$ cat config.mk
export PLATFORM = sky130hd
export DESIGN_NAME = bwbus_decoder
export DESIGN_NICKNAME = d
export VERILOG_FILES = /design/src/rtl/bwd_pkg.sv /design/src/rtl/bwd_cfg_hold.sv /design/src/rtl/bwd_region.sv /design/src/rtl/bwd_enable_gen.sv /design/src/rtl/bwbus_decoder.sv
export SDC_FILE = /design/constraint.sdc
export NUM_CORES = 1
export LEC_CHECK = 0
export CAP_MARGIN = 30
export CORE_MARGIN = 10
export CORE_UTILIZATION = 52
export DETAILED_ROUTE_END_ITERATION = 7
export PLACE_DENSITY = 0.88
export SLEW_MARGIN = 20
export SYNTH_ARGS = -nofsm -noshare
export SYNTH_HDL_FRONTEND = slang
export SYNTH_SLANG_ARGS = --single-unit
$ cat constraint.sdc
create_clock -name clk -period 4.4 [get_ports clk]
set_input_delay 0.44 -clock clk [delete_from_list [all_inputs] [get_ports clk]]
set_output_delay 0.44 -clock clk [all_outputs]
set_load 0.005 [all_outputs]
$ cat src/rtl/bwd_pkg.sv
package bwd_pkg;
  localparam int ADDR_W = 16;
  localparam int BA_W   = 15;
  localparam int NUM_CE = 4;
  localparam int NUM_PE = 4;
  localparam int PHYS_W = BA_W + $clog2(NUM_CE);
  localparam int LIM_W  = ADDR_W + 1;

  typedef enum logic [1:0] {
    ACC_NONE  = 2'b00,
    ACC_FETCH = 2'b01,
    ACC_READ  = 2'b10,
    ACC_WRITE = 2'b11
  } acc_kind_e;

  typedef struct packed {
    logic              sram;
    logic              periph;
    logic              ext;
    logic              wr_en;
    logic [PHYS_W-1:0] phys;
  } map_t;
endpackage

$ cat src/rtl/bwd_cfg_hold.sv
module bwd_cfg_hold #(
  parameter int LIM_W = bwd_pkg::LIM_W
) (
  input  logic             clk,
  input  logic             rst_n,
  input  logic             idle,
  input  logic [LIM_W-1:0] prog_lim_i,
  input  logic [LIM_W-1:0] data_lim_i,
  input  logic             part_i,
  output logic [LIM_W-1:0] prog_q,
  output logic [LIM_W-1:0] data_q,
  output logic             part_q
);
  logic [LIM_W-1:0] prog_nx;
  logic [LIM_W-1:0] data_nx;
  logic             part_nx;

  // Configuration is only taken in while the core is not accessing memory.
  always_comb begin
    prog_nx = prog_q;
    data_nx = data_q;
    part_nx = part_q;
    if (idle) begin
      prog_nx = prog_lim_i;
      data_nx = data_lim_i;
      part_nx = part_i;
    end
  end

  always_ff @(posedge clk or negedge rst_n) begin
    if (!rst_n) begin
      prog_q <= '0;
      data_q <= '0;
      part_q <= 1'b0;
    end else begin
      prog_q <= prog_nx;
      data_q <= data_nx;
      part_q <= part_nx;
    end
  end
endmodule

$ cat src/rtl/bwd_region.sv
module bwd_region
  import bwd_pkg::*;
#(
  parameter int AW  = bwd_pkg::ADDR_W,
  parameter int LW  = bwd_pkg::LIM_W
) (
  input  logic [1:0]    acc_kind,
  input  logic [AW-1:0] acc_addr,
  input  logic          size_small,
  input  logic          periph_sel,
  input  logic [LW-1:0] prog_q,
  input  logic [LW-1:0] data_q,
  input  logic          part_q,
  output map_t          map
);
  acc_kind_e      kind;
  logic           is_acc;
  logic           is_data;
  logic           is_wr;
  logic           part_eff;
  logic [LW-1:0]  addr_z;

  assign kind     = acc_kind_e'(acc_kind);
  assign is_acc   = (kind != ACC_NONE);
  assign is_data  = (kind == ACC_READ) || (kind == ACC_WRITE);
  assign is_wr    = (kind == ACC_WRITE);
  // The shared partition is only meaningful with the small SRAMs.
  assign part_eff = part_q & size_small;
  assign addr_z   = {1'b0, acc_addr};

  always_comb begin
    map = '0;
    if (is_acc) begin
      if (periph_sel && is_data) begin
        map.periph = 1'b1;
        map.phys   = {1'b1, acc_addr};
        map.wr_en  = is_wr;
      end else if (part_eff) begin
        map.sram   = 1'b1;
        map.phys   = {1'b0, acc_addr};
        map.wr_en  = is_wr && (addr_z >= prog_q);
      end else if (is_data) begin
        map.sram   = (addr_z < data_q);
        map.phys   = {1'b1, acc_addr};
        map.wr_en  = is_wr;
      end else begin
        map.sram   = (addr_z < prog_q);
        map.phys   = {1'b0, acc_addr};
        map.wr_en  = 1'b0;
      end
      map.ext = !map.periph && !map.sram;
    end
  end
endmodule

$ cat src/rtl/bwd_enable_gen.sv
module bwd_enable_gen #(
  parameter int AW     = bwd_pkg::ADDR_W,
  parameter int BW     = bwd_pkg::BA_W,
  parameter int NCE    = bwd_pkg::NUM_CE,
  parameter int NPE    = bwd_pkg::NUM_PE,
  parameter int PW     = bwd_pkg::PHYS_W
) (
  input  logic          size_small,
  input  logic          sram,
  input  logic          periph,
  input  logic          wr_en,
  input  logic [PW-1:0] phys,
  output logic [NCE-1:0] ce_n_d,
  output logic [NPE-1:0] pe_n_d,
  output logic          rw_n_d,
  output logic [BW-1:0] ba_d
);
  localparam int CSEL_W = $clog2(NCE);
  localparam int PSEL_W = $clog2(NPE);

  logic [NCE-1:0]    ce_small;
  logic [NCE-1:0]    ce_large;
  logic [CSEL_W-1:0] blk;
  logic [PSEL_W-1:0] pblk;

  assign blk  = phys[PW-1 -: CSEL_W];
  assign pblk = phys[AW-1 -: PSEL_W];

  // Several small SRAMs: one enable per block.
  for (genvar i = 0; i < NCE; i++) begin : g_small
    assign ce_small[i] = !(sram && (blk == CSEL_W'(i)));
  end

  // One large SRAM: enable 0 selects it, enables 1.. carry upper address bits.
  assign ce_large[0] = !sram;
  for (genvar i = 1; i < NCE; i++) begin : g_large
    if (i <= CSEL_W) begin : g_addr
      assign ce_large[i] = sram ? phys[PW-i] : 1'b1;
    end else begin : g_off
      assign ce_large[i] = 1'b1;
    end
  end

  for (genvar j = 0; j < NPE; j++) begin : g_pe
    assign pe_n_d[j] = !(periph && (pblk == PSEL_W'(j)));
  end

  assign ce_n_d = size_small ? ce_small : ce_large;
  assign rw_n_d = !(wr_en && (sram || periph));
  assign ba_d   = phys[BW-1:0];
endmodule

$ cat src/rtl/bwbus_decoder.sv
module bwbus_decoder
  import bwd_pkg::*;
(
  input  logic                clk,
  input  logic                rst_n,
  input  logic [1:0]          acc_kind,
  input  logic [ADDR_W-1:0]   acc_addr,
  input  logic                size_small,
  input  logic                periph_sel,
  input  logic                part_mode,
  input  logic [LIM_W-1:0]    prog_lim,
  input  logic [LIM_W-1:0]    data_lim,
  input  logic                inhibit,
  output logic [NUM_CE-1:0]   ce_n,
  output logic [NUM_PE-1:0]   pe_n,
  output logic                rw_n,
  output logic [BA_W-1:0]     ba,
  output logic                ext_sel
);
  logic [LIM_W-1:0]  prog_q;
  logic [LIM_W-1:0]  data_q;
  logic              part_q;
  logic              idle;
  logic              take;
  map_t              map;
  logic [NUM_CE-1:0] ce_n_d;
  logic [NUM_PE-1:0] pe_n_d;
  logic              rw_n_d;
  logic [BA_W-1:0]   ba_d;

  logic [NUM_CE-1:0] ce_n_nx;
  logic [NUM_PE-1:0] pe_n_nx;
  logic              rw_n_nx;
  logic              ext_nx;

  assign idle = (acc_kind == ACC_NONE);
  assign take = !idle && !inhibit;

  bwd_cfg_hold #(.LIM_W(LIM_W)) i_cfg (
    .clk(clk), .rst_n(rst_n), .idle(idle),
    .prog_lim_i(prog_lim), .data_lim_i(data_lim), .part_i(part_mode),
    .prog_q(prog_q), .data_q(data_q), .part_q(part_q)
  );

  bwd_region #(.AW(ADDR_W), .LW(LIM_W)) i_region (
    .acc_kind(acc_kind), .acc_addr(acc_addr), .size_small(size_small),
    .periph_sel(periph_sel), .prog_q(prog_q), .data_q(data_q),
    .part_q(part_q), .map(map)
  );

  bwd_enable_gen #(
    .AW(ADDR_W), .BW(BA_W), .NCE(NUM_CE), .NPE(NUM_PE), .PW(PHYS_W)
  ) i_enable (
    .size_small(size_small), .sram(map.sram), .periph(map.periph),
    .wr_en(map.wr_en), .phys(map.phys),
    .ce_n_d(ce_n_d), .pe_n_d(pe_n_d), .rw_n_d(rw_n_d), .ba_d(ba_d)
  );

  always_comb begin
    ce_n_nx = '1;
    pe_n_nx = '1;
    rw_n_nx = 1'b1;
    ext_nx  = 1'b0;
    if (take) begin
      ce_n_nx = ce_n_d;
      pe_n_nx = pe_n_d;
      rw_n_nx = rw_n_d;
      ext_nx  = map.ext;
    end
  end

  always_ff @(posedge clk or negedge rst_n) begin
    if (!rst_n) begin
      ce_n    <= '1;
      pe_n    <= '1;
      rw_n    <= 1'b1;
      ext_sel <= 1'b0;
    end else begin
      ce_n    <= ce_n_nx;
      pe_n    <= pe_n_nx;
      rw_n    <= rw_n_nx;
      ext_sel <= ext_nx;
    end
  end

  // Bus address only loads on a live access.
  always_ff @(posedge clk or negedge rst_n) begin
    if (!rst_n) begin
      ba <= '0;
    end else if (take) begin
      ba <= ba_d;
    end
  end
endmodule

* Word level (Yosys, flattened, before mapping)
Cells that the tools add are included.
** Cells by class
- Reduce and logical (&&, ||, !) cells :: 33
- Eq/ne operators :: 8
- $lt $le $gt $ge :: 3
- Bitwise gates (word level) :: 1
- Muxes and demuxes :: 17
** Operators by type and width (number)
- 18-bit two-way mux :: 3
- 16-bit by 17-bit less-than comparator with 1-bit output :: 2
- 21-bit two-way mux :: 1
- 16-bit by 17-bit >= comparator with 1-bit output :: 1
- 1-bit logical NOT :: 14
- 1-bit logical AND :: 13
- 2-bit equality test (second input constant) :: 6
- 4-bit two-way mux :: 3
- 1-bit two-way mux :: 10
- 2-bit logical NOT :: 3
- 2-bit by 1-bit equality test with 1-bit output (second input constant) :: 2
- 1-bit logical OR :: 2
- 2-bit nonzero test :: 1
- 1-bit AND :: 1
** Storage, ports and cells
- Register bits after elaboration :: 60

* Logic depth before layout (Yosys ltp)
- Word-level depth :: 14
- Gate-level depth with buffers :: 8
- Gate-level depth less buffers :: 8

* Modules after synthesis
Synthesis repeated with hierarchy kept, for this count alone.
** Unflattened totals
- Cells, all modules :: 298
- Area total of the unflattened synthesis :: 3583.4 um^2
** By module, submodules not included
- bwd_cfg_hold :: cells an instance 74, sequential area each 875.8 um^2, times used 1, area each 1453.9 um^2
- bwd_region :: cells an instance 142, sequential area each 0.0 um^2, times used 1, area each 985.9 um^2
- bwbus_decoder :: cells an instance 55, sequential area each 636.9 um^2, times used 1, area each 954.7 um^2
- bwd_enable_gen :: cells an instance 27, sequential area each 0.0 um^2, times used 1, area each 188.9 um^2

* Worst setup path before layout
Ideal clock, no wire load.
- Path kind :: in2reg
- From :: input port acc_addr[14]
- To :: register rw_n
- Setup time :: 0.099 ns
- Data arrival time :: 1.846 ns
- Setup slack :: 2.456 ns
- Required time :: 4.301 ns
- Stages on the path :: 7
- Cell sequence :: ha_1 > a21o_2 > a21oi_1 > o22a_2 > o41ai_2 > or4_1 > o311ai_1
** On the way
- Cells in the longest elaborated chain, start to end :: 10
- Elaborated cells on any way between the ends :: 15
- Those cells by class :: order compare (3); mux (8); reduce/logical (4)
** RTL lines
- start, declared :: RTL line bwbus_decoder.sv:7 : input logic [ADDR_W-1:0] acc_addr,
- 16-bit by 17-bit less-than comparator with 1-bit output, on equally long branches :: RTL line bwd_region.sv:47, bwd_region.sv:43
- 1-bit two-way mux :: RTL line bwd_region.sv:42 : end else if (is_data) begin
- 1-bit two-way mux :: RTL line bwd_region.sv:38 : end else if (part_eff) begin
- 1-bit two-way mux :: RTL line bwd_region.sv:34 : if (periph_sel && is_data) begin
- 1-bit two-way mux :: RTL line bwd_region.sv:33 : if (is_acc) begin
- 21-bit two-way mux (*) :: RTL line bwd_region.sv:33
- 1-bit logical OR :: RTL line bwd_enable_gen.sv:49 : assign rw_n_d = !(wr_en && (sram || periph));
- 1-bit logical AND (*) :: RTL line bwd_enable_gen.sv:49
- 1-bit logical NOT (*) :: RTL line bwd_enable_gen.sv:49
- 1-bit two-way mux (*) :: RTL line bwbus_decoder.sv:64 : if (take) begin
- net rw_n_nx :: RTL line bwbus_decoder.sv:33 : logic rw_n_nx;
- end signal, assigned :: RTL line bwbus_decoder.sv:81 : rw_n <= rw_n_nx;
- end, declared :: RTL line bwbus_decoder.sv:16 : output logic rw_n,
Mark *: on every way through the listed nets, which the timed path passes. The rest lies on a longest branch. The select of a mux whose other input is x is not followed.
A chain may end at the register's enable or synchronous reset.

* Final worst setup path
- From :: input port acc_addr[15]
- To :: register ce_n[0]
** On the way
- Cells in the longest elaborated chain, start to end :: 10
- Elaborated cells on any way between the ends :: 16
- Those cells by class :: order compare (2); mux (10); reduce/logical (4)
** RTL lines
- 16-bit by 17-bit less-than comparator with 1-bit output, on equally long branches :: RTL line bwd_region.sv:47, bwd_region.sv:43
- 1-bit two-way mux :: RTL line bwd_region.sv:42
- 1-bit two-way mux :: RTL line bwd_region.sv:38
- 1-bit two-way mux :: RTL line bwd_region.sv:34
- 1-bit two-way mux :: RTL line bwd_region.sv:33
- 21-bit two-way mux (*) :: RTL line bwd_region.sv:33
- 1-bit logical AND :: RTL line bwd_enable_gen.sv:31 : assign ce_small[i] = !(sram && (blk == CSEL_W'(i)));
- 1-bit logical NOT :: RTL line bwd_enable_gen.sv:31
- 4-bit two-way mux (*) :: RTL line bwd_enable_gen.sv:48 : assign ce_n_d = size_small ? ce_small : ce_large;
- 4-bit two-way mux (*) :: RTL line bwbus_decoder.sv:64
- net ce_n_nx[0] :: RTL line bwbus_decoder.sv:31 : logic [NUM_CE-1:0] ce_n_nx;
- end signal, assigned :: RTL line bwbus_decoder.sv:79 : ce_n <= ce_n_nx;
- end, declared :: RTL line bwbus_decoder.sv:14 : output logic [NUM_CE-1:0] ce_n,
Marked as above.

==> run_results.csv <==
group,metric,value,unit
clocking,clock_latency,0.34,ns
pwr,ir_worst_vdd,0.000277,V
floorplan,core,5610,µm²
yosys,synth-simple-area-share,0.120,
timing,setup_tns,0,ns
routing,drtAntennaViolNets,0,
clocking,postCtsHoldBufs,0,
timing,clock_skew,0.0118,ns
floorplan,die_x,96.5,µm
yosys,synth_top_area_frac,0.419,
yosys,synth_top_family_by_area,"compound AO/OA/AOI/OAI gates",
clocking,tritoncts,"yes",
timing,fmax,0.421,GHz
clocking,cts_setup_buffers,0,
clocking,cts_buffers,9,
timing,setup_viol,0,
placement,place_hpwl,5740,µm
timing,finalHoldViolCount,0,
cells_and_area,antenna_cells,0,
yosys,synth-compound-area-share,0.134,
setup_path,path_cells,"clkdlybuf4s50_1 > ha_1 > nand4b_4 > or2_4 > o41ai_2 > nor3_1 > o31ai_1",
yosys,yosys.area.top_type,"dfrtp_1",
cells_and_area,drive_above_1_share,0.132,
yosys,syn_nets,388,
yosys,synth.area.top_cells,"dfrtp_1 (42%), ha_1 (13%), dfstp_2 (7.8%)",
floorplan,io-pin-count,83,
setup_path,critPathMaxFanout,10,
placement,dpl-instance-area,3920,µm²
yosys,synth_warnings,0,
min_path,hold_path.class,"input pin to asynchronous set/reset pin",
floorplan,die_area,9310,µm²
setup_path,worstSetupStartpointType,"input pin",
yosys,synth_xor_area_frac,0,
yosys,netlist_area,3040,µm²
setup_path,cpMaxStageDelayCell,"clkdlybuf4s50_1",
yosys,synth.distinct_cells,36,
clocking,root_buffer,"clkbuf_8",
pwr,p_leak,0.00185,µW
setup_path,critPathMaxStageDelay,0.58,ns
timing,tightestPinTransition,0.744,ns
clocking,htreeDepth,3,
cells_and_area,mostFrequentLayoutCells,"clkdlybuf4s50_1 (81), dfrtp_1 (51), nand2_1 (47)",
yosys,syn_inst,299,
routing,drt-initial-drc-count,76,
timing,slew_headroom,0.504,
cells_and_area,layout_commonest_cell,"clkdlybuf4s50_1",
clocking,clk_pin_slew,0.07,ns
global_route,grt-ovfl-total,0,
placement,dpl_worst_slack,1.69,ns
pwr,power_density,362,nW/µm²
yosys,synthAdderAreaFrac,0.127,
setup_path,cp-end-kind,"flop",
placement,gp_congestion,0.841,
cells_and_area,final_nets,472,
cells_and_area,fin_area,4130,µm²
timing,setup_slack,2.02,ns
setup_path,crit_family,"compound AO/OA/AOI/OAI gates",
setup_path,crit_required,4.65,ns
clocking,cts_sinks,60,
floorplan,start_util,0.543,
clocking,post_cts_resized,0,
global_route,grt_pass1_vias,2619,
setup_path,path_buf_inv,1,
placement,io_buffers,82,
global_route,grt_pass1_wl,12800,µm
global_route,grt_antenna_before_repair,0,
timing,drv_slew,0,
routing,drt-total-wl,7700,µm
yosys,synth_seq_area_share,0.497,
global_route,grt_max_degree,67,
global_route,grt_use_total,0.179,
timing,fin_crit,2.38,ns
floorplan,num_rows,27,
cells_and_area,areaGrowthSynthToFinish,35.8,%
timing,rsz0062_at_grt,"false",
timing,fin_crit_sh,0.540,
yosys,synth_area_per_cell,10.2,µm²
flow_run,cap_violations,0,
timing,fin_hold_ws,0.258,ns
routing,drt-wirelength-per-cell,16.8,µm
run_status,status,"finished, final reports clean",
routing,avgViaCountPerCell,5.36,
routing,route.detailed.drc,0,
routing,vias,2457,
setup_path,crit_type,"input pin to flop",
routing,firstDrtPassIters,4,
yosys,ys_ff_latch,60,
floorplan,dieHeight,96.5,µm
yosys,synthMuxAreaShare,0.0666,
cells_and_area,fillCellCount,394,
setup_path,arrival,2.63,ns
clocking,cts_buffer_depth,2,
-- area by class of cell --
cell class	count	area [µm²]	area share
clock buffers	13	179	0.0433
clock inverters	1	30.0	0.00727
flip-flops and latches	60	1510	0.366
well taps	72	90.1	0.0218
multi-input cells	196	1370	0.331
repair buffers	84	831	0.201
inverters	32	120	0.0291
-- power by group --
part	switching (µW)	internal (µW)
combinational	159	175
sequential	24.1	617
clock	205	317
total	387	1110
-- Yosys cell counts --
library cell and number:
nor2b_1 3, o22a_2 1, and2_1 2, nand2b_1 1, or3_1 1, a211o_1 1, o31ai_1 2, buf_4 1
a21o_2 1, o211ai_1 1, o21a_1 1, nand4b_4 1, dfstp_2 9, buf_1 3, and4b_1 1, or2_2 1
buf_2 3, a21oi_1 16, a221oi_1 1, o311ai_1 1, a21o_1 2, o21ai_0 37, or2_4 1, ha_1 31
nor3_1 2, nor2_1 9, mux2_2 18, a31oi_1 2, or4_1 1, inv_1 32, o41ai_2 1, nand4_1 7
dfrtp_1 51, clkbuf_1 4, a211oi_1 3, nand2_1 47
-- routing by layer --
metal	wire length, µm	vias up	GRT usage
met1	3250	1173	0.211
li1	-	1189	-
met3	631	11	0.0686
met2	3730	84	0.295
met5	0	-	0
met4	97	0	0.0533
-- through the flow --
step | utilization | power (µW) | cells
after floorplan | - | 820 | 299
after global placement | 0.699 | 968 | 444
after detailed placement | 0.699 | 984 | 444
after CTS | 0.737 | 1510 | 458
after global routing | 0.737 | 1580 | 458
final | 0.737 | 1500 | 458
-- cell families after synthesis --
kind of cell | count (synthesis)
buf+inv | 43
fa+ha+maj | 31
compound gates | 70
simple gates | 77
mux | 18
flops | 60
-- sequential cells by signal (all words and copies together), names as in the netlist --
signal / count
pe_n: 4
rw_n: 1
ce_n: 4
i_cfg.data_q: 17
i_cfg.part_q: 1
ba: 15
i_cfg.prog_q: 17
ext_sel: 1
-- final timing paths --
path	slack [ns]	depth (start not counted)	endpoint	from
worst max-delay path	2.02	7	ce_n[0]	acc_addr[15]
worst min-delay path	0.26	2	i_cfg.prog_q[10]	rst_n
worst max register to register	2.35	8	rw_n	i_cfg.prog_q[10]
worst min register to register	0.50	1	ba[8]	ba[8]
max in group asynchronous	3.65	2	i_cfg.data_q[4]	rst_n
min in group clk	0.50	1	ba[8]	ba[8]
(Power assumes the default switching activity.)
